===== src/rtl/cap_gate_pkg.sv =====
// Shared constants for the counted sample capture gate.
// Assumes: status bit positions are decoded by the register slave beside it.
package cap_gate_pkg;
    localparam int STAT_BUSY = 0;
    localparam int STAT_OVF  = 1;
    localparam int STAT_UNF  = 2;
    localparam int STAT_W    = 3;
endpackage


===== src/rtl/cgate_ctrl.sv =====
// Control word capture: remembers the last written enable level and emits a
// one-cycle arm pulse with the count on a 0-to-1 transition of enable.
// Assumes: ctrl_we is a single-cycle strobe from the register slave.
module cgate_ctrl #(
    parameter int CNT_W = 16
) (
    input  logic             clk,
    input  logic             rst_n,
    input  logic             ctrl_we,
    input  logic [CNT_W:0]   ctrl_wdata,
    output logic             arm,
    output logic [CNT_W-1:0] arm_count
);
    localparam int EN_BIT = CNT_W;

    logic en_q;

    // Holds the enable level of the most recent control write.
    always_ff @(posedge clk) begin
        if (!rst_n)       en_q <= 1'b0;
        else if (ctrl_we) en_q <= ctrl_wdata[EN_BIT];
    end

    // Arm on a write that raises enable from 0 to 1.
    always_comb begin
        arm       = ctrl_we && ctrl_wdata[EN_BIT] && !en_q;
        arm_count = ctrl_wdata[CNT_W-1:0];
    end
endmodule


===== src/rtl/cgate_packer.sv =====
// Sample packer: gathers LANES samples into one word, oldest in the low lane,
// and pulses w_valid for one cycle when a word is complete.
// Assumes: start restarts lane filling; samples are taken only while run is high.
module cgate_packer #(
    parameter int SAMPLE_W = 16,
    parameter int LANES    = 4
) (
    input  logic                      clk,
    input  logic                      rst_n,
    input  logic                      start,
    input  logic                      run,
    input  logic                      s_valid,
    input  logic [SAMPLE_W-1:0]       s_data,
    output logic                      w_valid,
    output logic [SAMPLE_W*LANES-1:0] w_data
);
    localparam int WORD_W = SAMPLE_W * LANES;
    localparam int IDX_W  = (LANES > 1) ? $clog2(LANES) : 1;
    localparam logic [IDX_W-1:0] IDX_TOP = IDX_W'(LANES - 1);

    logic [IDX_W-1:0]    idx;
    logic [WORD_W-1:0]   word_c;
    logic                take;

    assign take = run && s_valid && !start;

    // The newest sample closes the word directly from the input.
    assign word_c[WORD_W-1 -: SAMPLE_W] = s_data;

    genvar g;
    generate
        for (g = 0; g < LANES - 1; g++) begin : g_lane
            logic [SAMPLE_W-1:0] lane_q;
            // Stores the sample for lane g while the word is being filled.
            always_ff @(posedge clk) begin
                if (!rst_n)                          lane_q <= '0;
                else if (take && idx == IDX_W'(g))   lane_q <= s_data;
            end
            assign word_c[g*SAMPLE_W +: SAMPLE_W] = lane_q;
        end
    endgenerate

    // Tracks the lane to fill and publishes a finished word.
    always_ff @(posedge clk) begin
        if (!rst_n) begin
            idx     <= '0;
            w_valid <= 1'b0;
            w_data  <= '0;
        end else begin
            w_valid <= 1'b0;
            if (start) begin
                idx <= '0;
            end else if (take) begin
                if (idx == IDX_TOP) begin
                    idx     <= '0;
                    w_valid <= 1'b1;
                    w_data  <= word_c;
                end else begin
                    idx <= idx + 1'b1;
                end
            end
        end
    end
endmodule


===== src/rtl/cgate_beat_out.sv =====
// Beat output stage: holds one beat for the valid/ready handshake, counts
// loaded beats against the programmed length, flags the last beat and drops
// words that arrive while the held beat is still waiting.
// Assumes: start is only asserted while idle.
module cgate_beat_out #(
    parameter int WORD_W = 64,
    parameter int CNT_W  = 16
) (
    input  logic              clk,
    input  logic              rst_n,
    input  logic              start,
    input  logic [CNT_W-1:0]  start_count,
    input  logic              w_valid,
    input  logic [WORD_W-1:0] w_data,
    input  logic              m_ready,
    output logic              m_valid,
    output logic [WORD_W-1:0] m_data,
    output logic              m_last,
    output logic              busy,
    output logic              run,
    output logic              drop
);
    logic [CNT_W-1:0] target_q;
    logic [CNT_W-1:0] loaded_q;
    logic             last_loaded_q;
    logic             slot_free;
    logic             load;
    logic             is_final;

    always_comb begin
        run       = busy && !last_loaded_q;
        slot_free = !m_valid || m_ready;
        load      = run && w_valid && slot_free;
        drop      = run && w_valid && !slot_free;
        is_final  = (loaded_q == target_q);
    end

    // Capture state, beat counter and the held output beat.
    always_ff @(posedge clk) begin
        if (!rst_n) begin
            busy          <= 1'b0;
            target_q      <= '0;
            loaded_q      <= '0;
            last_loaded_q <= 1'b0;
            m_valid       <= 1'b0;
            m_data        <= '0;
            m_last        <= 1'b0;
        end else if (start) begin
            busy          <= 1'b1;
            target_q      <= start_count;
            loaded_q      <= '0;
            last_loaded_q <= 1'b0;
        end else begin
            if (m_valid && m_ready) begin
                m_valid <= 1'b0;
                m_last  <= 1'b0;
                if (m_last) busy <= 1'b0;
            end
            if (load) begin
                m_valid  <= 1'b1;
                m_data   <= w_data;
                m_last   <= is_final;
                loaded_q <= loaded_q + 1'b1;
                if (is_final) last_loaded_q <= 1'b1;
            end
        end
    end
endmodule


===== src/rtl/cgate_starve.sv =====
// Starvation watch: counts consecutive capture cycles in which the consumer
// is ready but no beat is offered, and pulses once the run exceeds LIMIT.
// Assumes: LIMIT >= 1.
module cgate_starve #(
    parameter int LIMIT = 16
) (
    input  logic clk,
    input  logic rst_n,
    input  logic busy,
    input  logic m_ready,
    input  logic m_valid,
    output logic starve
);
    localparam int CW = $clog2(LIMIT + 1);
    localparam logic [CW-1:0] LIM = CW'(LIMIT);

    logic [CW-1:0] run_q;
    logic          waiting;

    assign waiting = busy && m_ready && !m_valid;
    assign starve  = waiting && (run_q == LIM);

    // Saturating count of the current waiting run.
    always_ff @(posedge clk) begin
        if (!rst_n || !waiting) run_q <= '0;
        else if (run_q != LIM)  run_q <= run_q + 1'b1;
    end
endmodule


===== src/rtl/cap_gate.sv =====
// Counted sample capture gate top: arms on an enable edge, packs samples into
// beats, forwards the programmed number of beats and keeps sticky loss flags.
// Assumes: the sample stream cannot be stalled; the register slave decodes
// the control and status words.
module cap_gate #(
    parameter int SAMPLE_W  = 16,
    parameter int LANES     = 4,
    parameter int CNT_W     = 16,
    parameter int UNF_LIMIT = 16
) (
    input  logic                         clk,
    input  logic                         rst_n,
    input  logic                         s_valid,
    input  logic [SAMPLE_W-1:0]          s_data,
    input  logic                         ctrl_we,
    input  logic [CNT_W:0]               ctrl_wdata,
    input  logic                         stat_rd,
    output logic [cap_gate_pkg::STAT_W-1:0] status_rdata,
    output logic                         m_valid,
    output logic [SAMPLE_W*LANES-1:0]    m_data,
    output logic                         m_last,
    input  logic                         m_ready
);
    import cap_gate_pkg::*;

    localparam int WORD_W = SAMPLE_W * LANES;

    logic              arm;
    logic [CNT_W-1:0]  arm_count;
    logic              start;
    logic              busy;
    logic              run;
    logic              drop;
    logic              starve;
    logic              w_valid;
    logic [WORD_W-1:0] w_data;
    logic              ovf_q;
    logic              unf_q;

    assign start = arm && !busy;

    cgate_ctrl #(.CNT_W(CNT_W)) ctrl_i (
        .clk(clk), .rst_n(rst_n), .ctrl_we(ctrl_we), .ctrl_wdata(ctrl_wdata),
        .arm(arm), .arm_count(arm_count)
    );

    cgate_packer #(.SAMPLE_W(SAMPLE_W), .LANES(LANES)) pack_i (
        .clk(clk), .rst_n(rst_n), .start(start), .run(run),
        .s_valid(s_valid), .s_data(s_data), .w_valid(w_valid), .w_data(w_data)
    );

    cgate_beat_out #(.WORD_W(WORD_W), .CNT_W(CNT_W)) out_i (
        .clk(clk), .rst_n(rst_n), .start(start), .start_count(arm_count),
        .w_valid(w_valid), .w_data(w_data), .m_ready(m_ready),
        .m_valid(m_valid), .m_data(m_data), .m_last(m_last),
        .busy(busy), .run(run), .drop(drop)
    );

    cgate_starve #(.LIMIT(UNF_LIMIT)) starve_i (
        .clk(clk), .rst_n(rst_n), .busy(busy), .m_ready(m_ready),
        .m_valid(m_valid), .starve(starve)
    );

    // Sticky loss flags: a new event wins over a clear by status read.
    always_ff @(posedge clk) begin
        if (!rst_n) begin
            ovf_q <= 1'b0;
            unf_q <= 1'b0;
        end else begin
            ovf_q <= drop   || (ovf_q && !stat_rd);
            unf_q <= starve || (unf_q && !stat_rd);
        end
    end

    // Status word assembly.
    always_comb begin
        status_rdata            = '0;
        status_rdata[STAT_BUSY] = busy;
        status_rdata[STAT_OVF]  = ovf_q;
        status_rdata[STAT_UNF]  = unf_q;
    end
endmodule


===== config.mk =====
export PLATFORM = sky130hd
export DESIGN_NAME = cap_gate
export DESIGN_NICKNAME = d
export VERILOG_FILES = /design/src/rtl/cap_gate_pkg.sv /design/src/rtl/cgate_ctrl.sv /design/src/rtl/cgate_packer.sv /design/src/rtl/cgate_beat_out.sv /design/src/rtl/cgate_starve.sv /design/src/rtl/cap_gate.sv
export SDC_FILE = /design/constraint.sdc
export NUM_CORES = 1
export LEC_CHECK = 0
export ABC_AREA = 1
export BUFFER_PORTS_ARGS = -buffer_cell sky130_fd_sc_hd__clkbuf_2
export CAP_MARGIN = 20
export CORE_UTILIZATION = 45
export DETAILED_ROUTE_END_ITERATION = 10
export MAX_ROUTING_LAYER = met4
export PLACE_DENSITY_LB_ADDON = 0.2
export SLEW_MARGIN = 10
export SYNTH_ARGS = -nofsm -noshare
export SYNTH_HDL_FRONTEND = slang
export SYNTH_HIERARCHICAL = 1
export SYNTH_SLANG_ARGS = --single-unit

===== constraint.sdc =====
create_clock -name clk -period 2.25 [get_ports clk]
set_input_delay 0.1125 -clock clk [delete_from_list [all_inputs] [get_ports clk]]
set_output_delay 0.1125 -clock clk [all_outputs]
set_load 0.01 [all_outputs]

After elaboration in Yosys (flattened, before gate mapping)
Index checks and enable logic that the tools add are counted.

Output and inout port bits: 69. RAM bits: 0. Bits in latches: 0. Register bits after elaboration: 223. ROM bits: 0. Memories kept: 0. Input port bits: 39. Logic and storage cells: 79.

Add/sub/neg operators: 3. Bitwise logic cells: 3. Div/mod/pow operators: 0. Shift-type cells: 0. Equality and inequality tests: 6. Muxes and demuxes: 8. Magnitude comparators: 0. Multiply operators: 0. Reduce and logical (&&, ||, !) cells: 42.

Operators by type and width (number): $logic_and A1 B1 Y1 (18); $add A16 B1 Y16 const B (1); $eq A16 B16 Y1 (1); $logic_not A1 Y1 (9); $reduce_and A2 Y1 (4); $mux W1 (7); $reduce_bool A2 Y1 (3); $add A5 B1 Y5 const B (1); $eq A5 B5 Y1 const B (1); $ne A5 B5 Y1 const B (1); $eq A2 B2 Y1 const B (2); $logic_or A1 B1 Y1 (4); $not A1 Y1 (3); $reduce_and A3 Y1 (1); $reduce_or A3 Y1 (1); $add A2 B1 Y2 const B (1); $eq A2 B1 Y1 const B (1); $logic_not A2 Y1 (1); $mux W2 (1); $reduce_or A2 Y1 (1).

Depth between registers and ports, before layout
Gate-level depths: netlist (run 1).

Depth after elaboration: 7. Mapped depth: 11. Gate-level depth less buffers: 10.

By module
The synthesis (run 1) kept the hierarchy.

Modules (own cells, without submodules): cgate_packer (area each 5398.9 um2, instances 1, cells an instance 875); cgate_beat_out (area each 4031.4 um2, instances 1, cells an instance 546); cgate_starve (area each 275.3 um2, instances 1, cells an instance 40); cgate_ctrl (area each 167.7 um2, instances 1, cells an instance 23); cap_gate (area each 102.6 um2, instances 1, cells an instance 15).

Worst setup path after synthesis (run 1)
Ideal clock, no wire load.

Kind: register to register. From: register ctrl_i.en_q. To: register pack_i.w_data[10]. Path buffers: 2. Period minus slack after synthesis: 1553 ps. Slack: 697 ps. Data arrival time: 1443 ps. Setup time: 110 ps. Cell stages (with the launch flop): 11. Data required time: 2140 ps. Cell sequence: dfxtp_1 -> nor2_1 -> inv_1 -> nor2_1 -> inv_1 -> nand4_1 -> buf_2 -> buf_2 -> nand2_1 -> inv_1 -> nor2_1.

Longest elaborated chain between the ends: 6.

RTL lines: from (decl) (line cgate_ctrl.sv:16) `logic en_q;`; from (signal assigned) (line cgate_ctrl.sv:21) `else if (ctrl_we) en_q <= ctrl_wdata[EN_BIT];`; $logic_not A1 Y1 * (line cgate_ctrl.sv:26) `arm = ctrl_we && ctrl_wdata[EN_BIT] && !en_q;`; $logic_and A1 B1 Y1 * (line cgate_ctrl.sv:26); via arm (line cap_gate.sv:28) `logic arm;`; $logic_and A1 B1 Y1 * (line cap_gate.sv:40) `assign start = arm && !busy;`; via start (line cap_gate.sv:30) `logic start;`; $logic_not A1 Y1 (line cgate_packer.sv:25) `assign take = run && s_valid && !start;`; $logic_and A1 B1 Y1 (line cgate_packer.sv:25); $reduce_and A3 Y1 (no source line) *; to (signal assigned) (line cgate_packer.sv:57) `w_data <= word_c;`; to (decl) (line cgate_packer.sv:15) `output logic [SAMPLE_W*LANES-1:0] w_data`.

The timed path passes the listed nets; every way through them passes the cells marked *. A chain may end at the register's enable or synchronous reset.

Worst setup path in the final report (run 1)
From: input ctrl_we. To: register out_i.target_q[10].

Longest elaborated chain between the ends: 3.

RTL lines: from (decl) (line cap_gate.sv:15) `input logic ctrl_we,`; $logic_and A1 B1 Y1 (2 in a row) (line cgate_ctrl.sv:26); via arm (line cap_gate.sv:28); $logic_and A1 B1 Y1 (line cap_gate.sv:40); via start (line cap_gate.sv:30); to (signal assigned) (line cgate_beat_out.sv:50) `target_q <= start_count;`; to (decl) (line cgate_beat_out.sv:23) `logic [CNT_W-1:0] target_q;`.

The timed path passes the listed nets, and every way through them passes these cells.

==> flow_metrics.env, run 1 <==
export IMPL_result_of_the_run="complete, no violations"
export IMPL_post_synth_cell_area_avg_um2=6.65
export IMPL_worstSetupPathType="in -> reg"
export IMPL_cts_reportedPaths_clkPinSlew_ps=60
export IMPL_layout_min_cycle_time_ps=1930
export IMPL_drt_antenna_violating_nets=0
export IMPL_final_layout_size_suffix_gt1_frac=0.113
export IMPL_timing_hold_worst_path_depth=5
export IMPL_yosysTopAreaCell="dfxtp_1"
export IMPL_top_level_i_o_count=108
export IMPL_worst_slew_pin_slew_ps=666
export IMPL_worstHoldEndpoint="pack_i/g_lane[0].lane_q[3]"
export IMPL_first_pass_grt_wire_length_um=36300
export IMPL_die_width_um=151
export IMPL_floorplan_initialDensity=0.459
export IMPL_timing_final_crit_share=0.858
export IMPL_min_delay_path_class="in -> reg"
export IMPL_die_area_mm2=0.0228
export IMPL_post_dp_hpwl_um=14500
export IMPL_critPathLaunchType="input pin"
export IMPL_core_area_mm2=0.0218
export IMPL_final_hold_worst_slack_ps=24.7
export IMPL_synthesis_nets=1545
export IMPL_replace_congestion=0.822
export IMPL_vdd_drop_max_uv=478
export IMPL_synth_common_cells="inv_1 (301), nand2_1 (297), nor2_1 (281), dfxtp_1 (223), nand3_1 (131)"
export IMPL_cp_required_ps=2650
export IMPL_placement_setup_worst_slack_ps=438
export IMPL_grt_ovfl_total=0
export IMPL_worstReg2RegStart="ctrl_i/en_q"
export IMPL_antenna_cells=0
export IMPL_maxCapViolations=0
export IMPL_design_final_nets=1629
export IMPL_synth_largest_type_area_fraction=0.448
export IMPL_synth_most_common_cell="inv_1"
export IMPL_rr_endpoint="out_i/target_q[10]"
export IMPL_crit_path_max_fanout=32
export IMPL_rows=54
export IMPL_leakagePower_uw=0.00538
export IMPL_setup_reg_to_reg_worst_slack_ps=320
export IMPL_finalWirelength_um=22400
export IMPL_synth_area_leaders="dfxtp_1 (45%), inv_1 (11%), nand2_1 (11%)"
export IMPL_first_pass_iters=6
export IMPL_yosysWarnings=6
export IMPL_layout_filler_cells=2195
export IMPL_worstSetupStartpoint="ctrl_we"
export IMPL_vias=8523
export IMPL_min_delay_start="s_data[3]"
export IMPL_cts_sink_count=223
export IMPL_synth_area_mm2=0.00998
export IMPL_first_global_vias=7588
export IMPL_cts_root_to_sink_buffers=3
export IMPL_finalSetupViolations=0
export IMPL_synth_seq_cells=223
export IMPL_cts_buffers=25
export IMPL_maxSlewHeadroom=0.556
export IMPL_r2r_cells=9
export IMPL_clk_latency_ps=520
export IMPL_tritoncts="yes"
export IMPL_cts_max_level=1
export IMPL_route_detailed_vias_per_inst=4.53
export IMPL_totalNegativeSetupSlack_ps=0
export IMPL_cts_setup_buffers=0
export IMPL_drc_errors=0
export IMPL_worst_ep_arrival_time_ps=2340
export IMPL_grt_antenna_before_repair=0
export IMPL_post_drt_wl_per_cell_um=11.9
export IMPL_clock_root_buffer="clkbuf_16"
export IMPL_number_of_synthesized_flops_with_an_enable_pin=0
export IMPL_hold_violations=0
export IMPL_unrepaired_setup_endpoints_after_global_routing="no"
export IMPL_globalRouteTotalUtil=0.203
export IMPL_numPortBuffers=107
export IMPL_synthArstFlopShare=0
export IMPL_synthToLayoutAreaGrowth_pct=16.1
export IMPL_clock_skew_ps=6.44
export IMPL_maxClockFrequency_ghz=0.518
export IMPL_final_critical_path_setup_slack_ps=319
export IMPL_syn_inst=1499
export IMPL_slew_violations=0
export IMPL_grt_max_degree=98
export IMPL_p_per_area_mw_per_mm2=737
export IMPL_synth_cell_type_count=28
export IMPL_drtIter0Drc=496
export IMPL_synth_seq_area_share=0.448
export IMPL_end_kind="flip-flop"
export IMPL_dominantRegCellSynth="dfxtp_1"
export IMPL_die_h_um=151
[worst max-delay path by stage]
stage / end / slack [ps] / depth (start not counted)
floorplan: pack_i/w_data[10] / 700 / 10
global route: out_i/target_q[10] / 120 / 12
CTS: out_i/target_q[10] / 340 / 9
detailed placement: out_i/m_data[33] / 440 / 9
finish: out_i/target_q[10] / 320 / 12
global placement: out_i/m_data[35] / 440 / 9
[report_power, final]
part,switching [uW],internal (uW)
combinational,302,176
sequential,20.5,3990
clock,1600,2440
total,1920,6610
[per-stage QoR]
stage                     utilization  power (uW)  cells  cell area [um2]
after floorplan                     -        4420   1499             9980
after global placement          0.483        4540   1812            10500
after detailed placement        0.483        4540   1812            10500
after CTS                       0.532        8640   1881            11600
after global routing            0.532        8880   1881            11600
final                           0.532        8530   1881            11600
[worst max-delay path, stage by stage]
cell and delay [ps]:
dlygate4sd3_1 530, clkbuf_2 110, nand2_1 80, nor2_1 90
inv_1 50, nor2_1 150, buf_4 170, inv_1 60
buf_4 230, nor2_1 140, nor2_1 60, dlygate4sd3_1 550
[layout by cell type, fill, tap and decap left out, drive strengths merged]
| master | netlist | layout |
|---|---|---|
| a21oi | 36 | 36 |
| buf | 71 | 21 |
| bufinv | 0 | 1 |
| clkbuf | 23 | 144 |
| clkinv | 1 | 6 |
| dfxtp | 223 | 223 |
| dlygate4sd3 | 0 | 24 |
| ha | 7 | 7 |
| inv | 303 | 304 |
| nand2 | 299 | 299 |
| nand3 | 132 | 132 |
| nand3b | 1 | 1 |
| nand4 | 11 | 11 |
| nor2 | 286 | 286 |
| nor3 | 6 | 6 |
| o21ai | 95 | 95 |
| o221ai | 1 | 1 |
| xnor2 | 2 | 2 |
| xor2 | 2 | 2 |
[cells by family (layout without fill, tap and decap cells)]
logic type,count (synthesis),count (layout),share of synthesized area
AO/OA/AOI/OAI,132,132,0.0670
XOR/XNOR,4,4,0.00351
adder cells (fa/ha/maj),7,7,0.00878
buffers and inverters,398,500,0.172
flip-flops,223,223,0.448
AND/OR/NAND/NOR,735,735,0.301
[area by class of cell]
type	instances	area, um2	share of cell area
Sequential cell	223	4460	0.386
Multi-Input combinational cell	878	3800	0.328
Inverter	304	1140	0.0988
Timing Repair Buffer	151	991	0.0856
Clock buffer	38	764	0.0660
Tap cell	280	350	0.0303
Clock inverter	7	63.8	0.00551
[flip-flops by register name (all words and copies together) (netlist names)]
signal and count:
ovf_q 1, ctrl_i/en_q 1, out_i/m_last 1, pack_i/idx 2
unf_q 1, starve_i/run_q 5, out_i/busy 1, pack_i/w_data 64
out_i/loaded_q 16, out_i/m_valid 1, out_i/target_q 16, out_i/last_loaded_q 1
out_i/m_data 64, pack_i/g_lane.lane_q 48, pack_i/w_valid 1
[per-layer routing]
| layer | GRT usage | routed length [um] | part of all wire | up-vias |
|---|---|---|---|---|
| met2 | 0.321 | 9980 | 0.44 | 155 |
| met1 | 0.272 | 11100 | 0.50 | 3712 |
| met3 | 0.0283 | 926 | 0.041 | 35 |
| met4 | 0.0525 | 390 | 0.017 | 0 |
| li1 | - | - | - | 4621 |
| met5 | - | 0 | 0 | - |
[timing repair]
item / 4_1_cts / 5_1_grt
hold buffers: 24 / 0
resized for setup: 0 / 0
endpoints found under the hold margin: 28 / 0
Note: power is estimated with default switching activity, not from simulation.
==> run 2: changes to the inputs <==
--- a/config.mk
+++ b/config.mk
@@ -15,5 +15,4 @@
 export SLEW_MARGIN = 10
 export SYNTH_ARGS = -nofsm -noshare
 export SYNTH_HDL_FRONTEND = slang
-export SYNTH_HIERARCHICAL = 1
 export SYNTH_SLANG_ARGS = --single-unit
==> run 2 against run 1 <==
Against the previous run:
- synthesized cell count is 30% lower
- area after synthesis is 15% lower
- register-to-register slack worse by 130 ps
- critical path type is now reg -> reg
==> flow_metrics.env, run 2 <==
export IMPL_core_area_mm2=0.0181
export IMPL_synth_largest_type_area_fraction=0.530
export IMPL_synth_common_cells="dfxtp_1 (223), a21oi_1 (209), nand2_1 (141), inv_1 (113), o21ai_0 (107)"
export IMPL_replace_congestion=0.838
export IMPL_route_detailed_vias_per_inst=5.03
export IMPL_grt_antenna_before_repair=0
export IMPL_min_delay_start="s_data[2]"
export IMPL_yosysTopAreaCell="dfxtp_1"
export IMPL_rr_endpoint="out_i.target_q[6]"
export IMPL_synth_area_leaders="dfxtp_1 (53%), a21oi_1 (12%), o21ai_0 (6.4%)"
export IMPL_worstHoldEndpoint="pack_i.g_lane[2].lane_q[2]"
export IMPL_cts_root_to_sink_buffers=3
export IMPL_worst_slew_pin_slew_ps=597
export IMPL_top_level_i_o_count=108
export IMPL_first_pass_iters=7
export IMPL_globalRouteTotalUtil=0.207
export IMPL_synth_cell_type_count=27
export IMPL_maxClockFrequency_ghz=0.485
export IMPL_synthToLayoutAreaGrowth_pct=21.3
export IMPL_totalNegativeSetupSlack_ps=0
export IMPL_rows=49
export IMPL_die_h_um=139
export IMPL_finalWirelength_um=19500
export IMPL_grt_max_degree=130
export IMPL_worstReg2RegStart="out_i.busy"
export IMPL_cts_max_level=1
export IMPL_synth_seq_area_share=0.530
export IMPL_number_of_synthesized_flops_with_an_enable_pin=0
export IMPL_synthArstFlopShare=0
export IMPL_floorplan_initialDensity=0.465
export IMPL_maxSlewHeadroom=0.601
export IMPL_synth_most_common_cell="dfxtp_1"
export IMPL_drt_antenna_violating_nets=0
export IMPL_finalSetupViolations=0
export IMPL_leakagePower_uw=0.00395
export IMPL_p_per_area_mw_per_mm2=806
export IMPL_maxCapViolations=0
export IMPL_unrepaired_setup_endpoints_after_global_routing="no"
export IMPL_cts_buffers=24
export IMPL_clock_skew_ps=9.22
export IMPL_critPathLaunchType="flip-flop"
export IMPL_grt_ovfl_total=0
export IMPL_die_width_um=139
export IMPL_layout_min_cycle_time_ps=2060
export IMPL_dominantRegCellSynth="dfxtp_1"
export IMPL_worstSetupPathType="reg -> reg"
export IMPL_post_drt_wl_per_cell_um=13.7
export IMPL_largest_registers="out_i.m_data x64, pack_i.w_data x64, pack_i.g_lane.lane_q x48"
export IMPL_yosysWarnings=0
export IMPL_layout_cells_most_common_list="dfxtp_1 (223), a21oi_1 (209), nand2_1 (141)"
export IMPL_synth_seq_cells=223
export IMPL_clk_latency_ps=510
export IMPL_vias=7140
export IMPL_layout_commonest_cell="dfxtp_1"
export IMPL_post_synth_cell_area_avg_um2=7.98
export IMPL_design_final_nets=1221
export IMPL_final_critical_path_setup_slack_ps=186
export IMPL_hold_violations=0
export IMPL_clock_root_buffer="clkbuf_16"
export IMPL_cp_required_ps=2690
export IMPL_cts_sink_count=223
export IMPL_cts_reportedPaths_clkPinSlew_ps=60
export IMPL_cts_setup_buffers=0
export IMPL_result_of_the_run="complete, no violations"
export IMPL_drtIter0Drc=496
export IMPL_numPortBuffers=107
export IMPL_crit_path_max_fanout=24
export IMPL_worst_ep_arrival_time_ps=2500
export IMPL_timing_final_crit_share=0.917
export IMPL_syn_inst=1056
export IMPL_die_area_mm2=0.0193
export IMPL_slew_violations=0
export IMPL_placement_setup_worst_slack_ps=467
export IMPL_tritoncts="yes"
export IMPL_min_delay_path_class="in -> reg"
export IMPL_timing_hold_worst_path_depth=3
export IMPL_setup_reg_to_reg_worst_slack_ps=190
export IMPL_vdd_drop_max_uv=547
export IMPL_synth_area_mm2=0.00843
export IMPL_final_layout_size_suffix_gt1_frac=0.136
export IMPL_drc_errors=0
export IMPL_first_global_vias=6427
export IMPL_r2r_cells=6
export IMPL_first_pass_grt_wire_length_um=31900
export IMPL_end_kind="flip-flop"
export IMPL_antenna_cells=0
export IMPL_post_dp_hpwl_um=12300
export IMPL_synthesis_nets=1102
run 2: logic make-up after synthesis:
| family | synth area share |
|---|---|
| flops | 0.530 |
| compound gates | 0.220 |
| xor+xnor | 0.00520 |
| fa+ha+maj | 0.0104 |
| simple gates | 0.133 |
| buf+inv | 0.102 |
run 2: worst max-delay path, cell delays in order (launching register included):
cell	delay [ps]
dfxtp_1	420
inv_2	80
nand2_1	320
buf_4	320
o21ai_0	140
dlygate4sd3_1	600
a21oi_1	110
run 2: worst max path at each step:
| stage | from | to | slack, ps |
|---|---|---|---|
| floorplan | pack_i.idx[0] | pack_i.g_lane[2].lane_q[1] | 890 |
| global placement | pack_i.idx[1] | pack_i.g_lane[1].lane_q[12] | 560 |
| detailed placement | pack_i.idx[1] | pack_i.g_lane[1].lane_q[15] | 470 |
| CTS | out_i.busy | out_i.target_q[2] | 260 |
| global route | out_i.busy | out_i.target_q[6] | 50 |
| finish | out_i.busy | out_i.target_q[6] | 190 |
run 2: what timing repair did:
action                                 CTS  global route
endpoints found under the hold margin   65             0
hold buffers                            48             0
resized for setup                        0             0
run 2: area by class of cell:
class                      count  area [um2]
inverter                     116         438
sequential                   223        4460
tap                          229         287
clock inverter                 5        53.8
clock buffer                  37         731
multi-input combinational    645        3110
fill                        1677        7920
timing repair buffer         165        1140
run 2: metal layers:
metal | share of wire | GRT usage
met5 | 0 | -
met4 | 0.026 | 0.0725
met3 | 0.055 | 0.0331
met2 | 0.44 | 0.312
met1 | 0.48 | 0.282
run 2: per-stage QoR:
step	cell area [um2]	power (uW)	cells	utilization	hold WS (ps)
final	10200	8250	1420	0.564	9.46
after global routing	10200	8560	1420	0.564	13.4
after CTS	10200	8330	1420	0.564	0.282
after detailed placement	8960	4410	1330	0.494	375
after global placement	8960	4400	1330	0.494	371
after floorplan	8430	4290	1056	-	271
run 2: report_power, final:
part	total (uW)	switching, uW	internal, uW
sequential	4010	21.0	3990
combinational	389	231	158
clock	3850	1510	2340
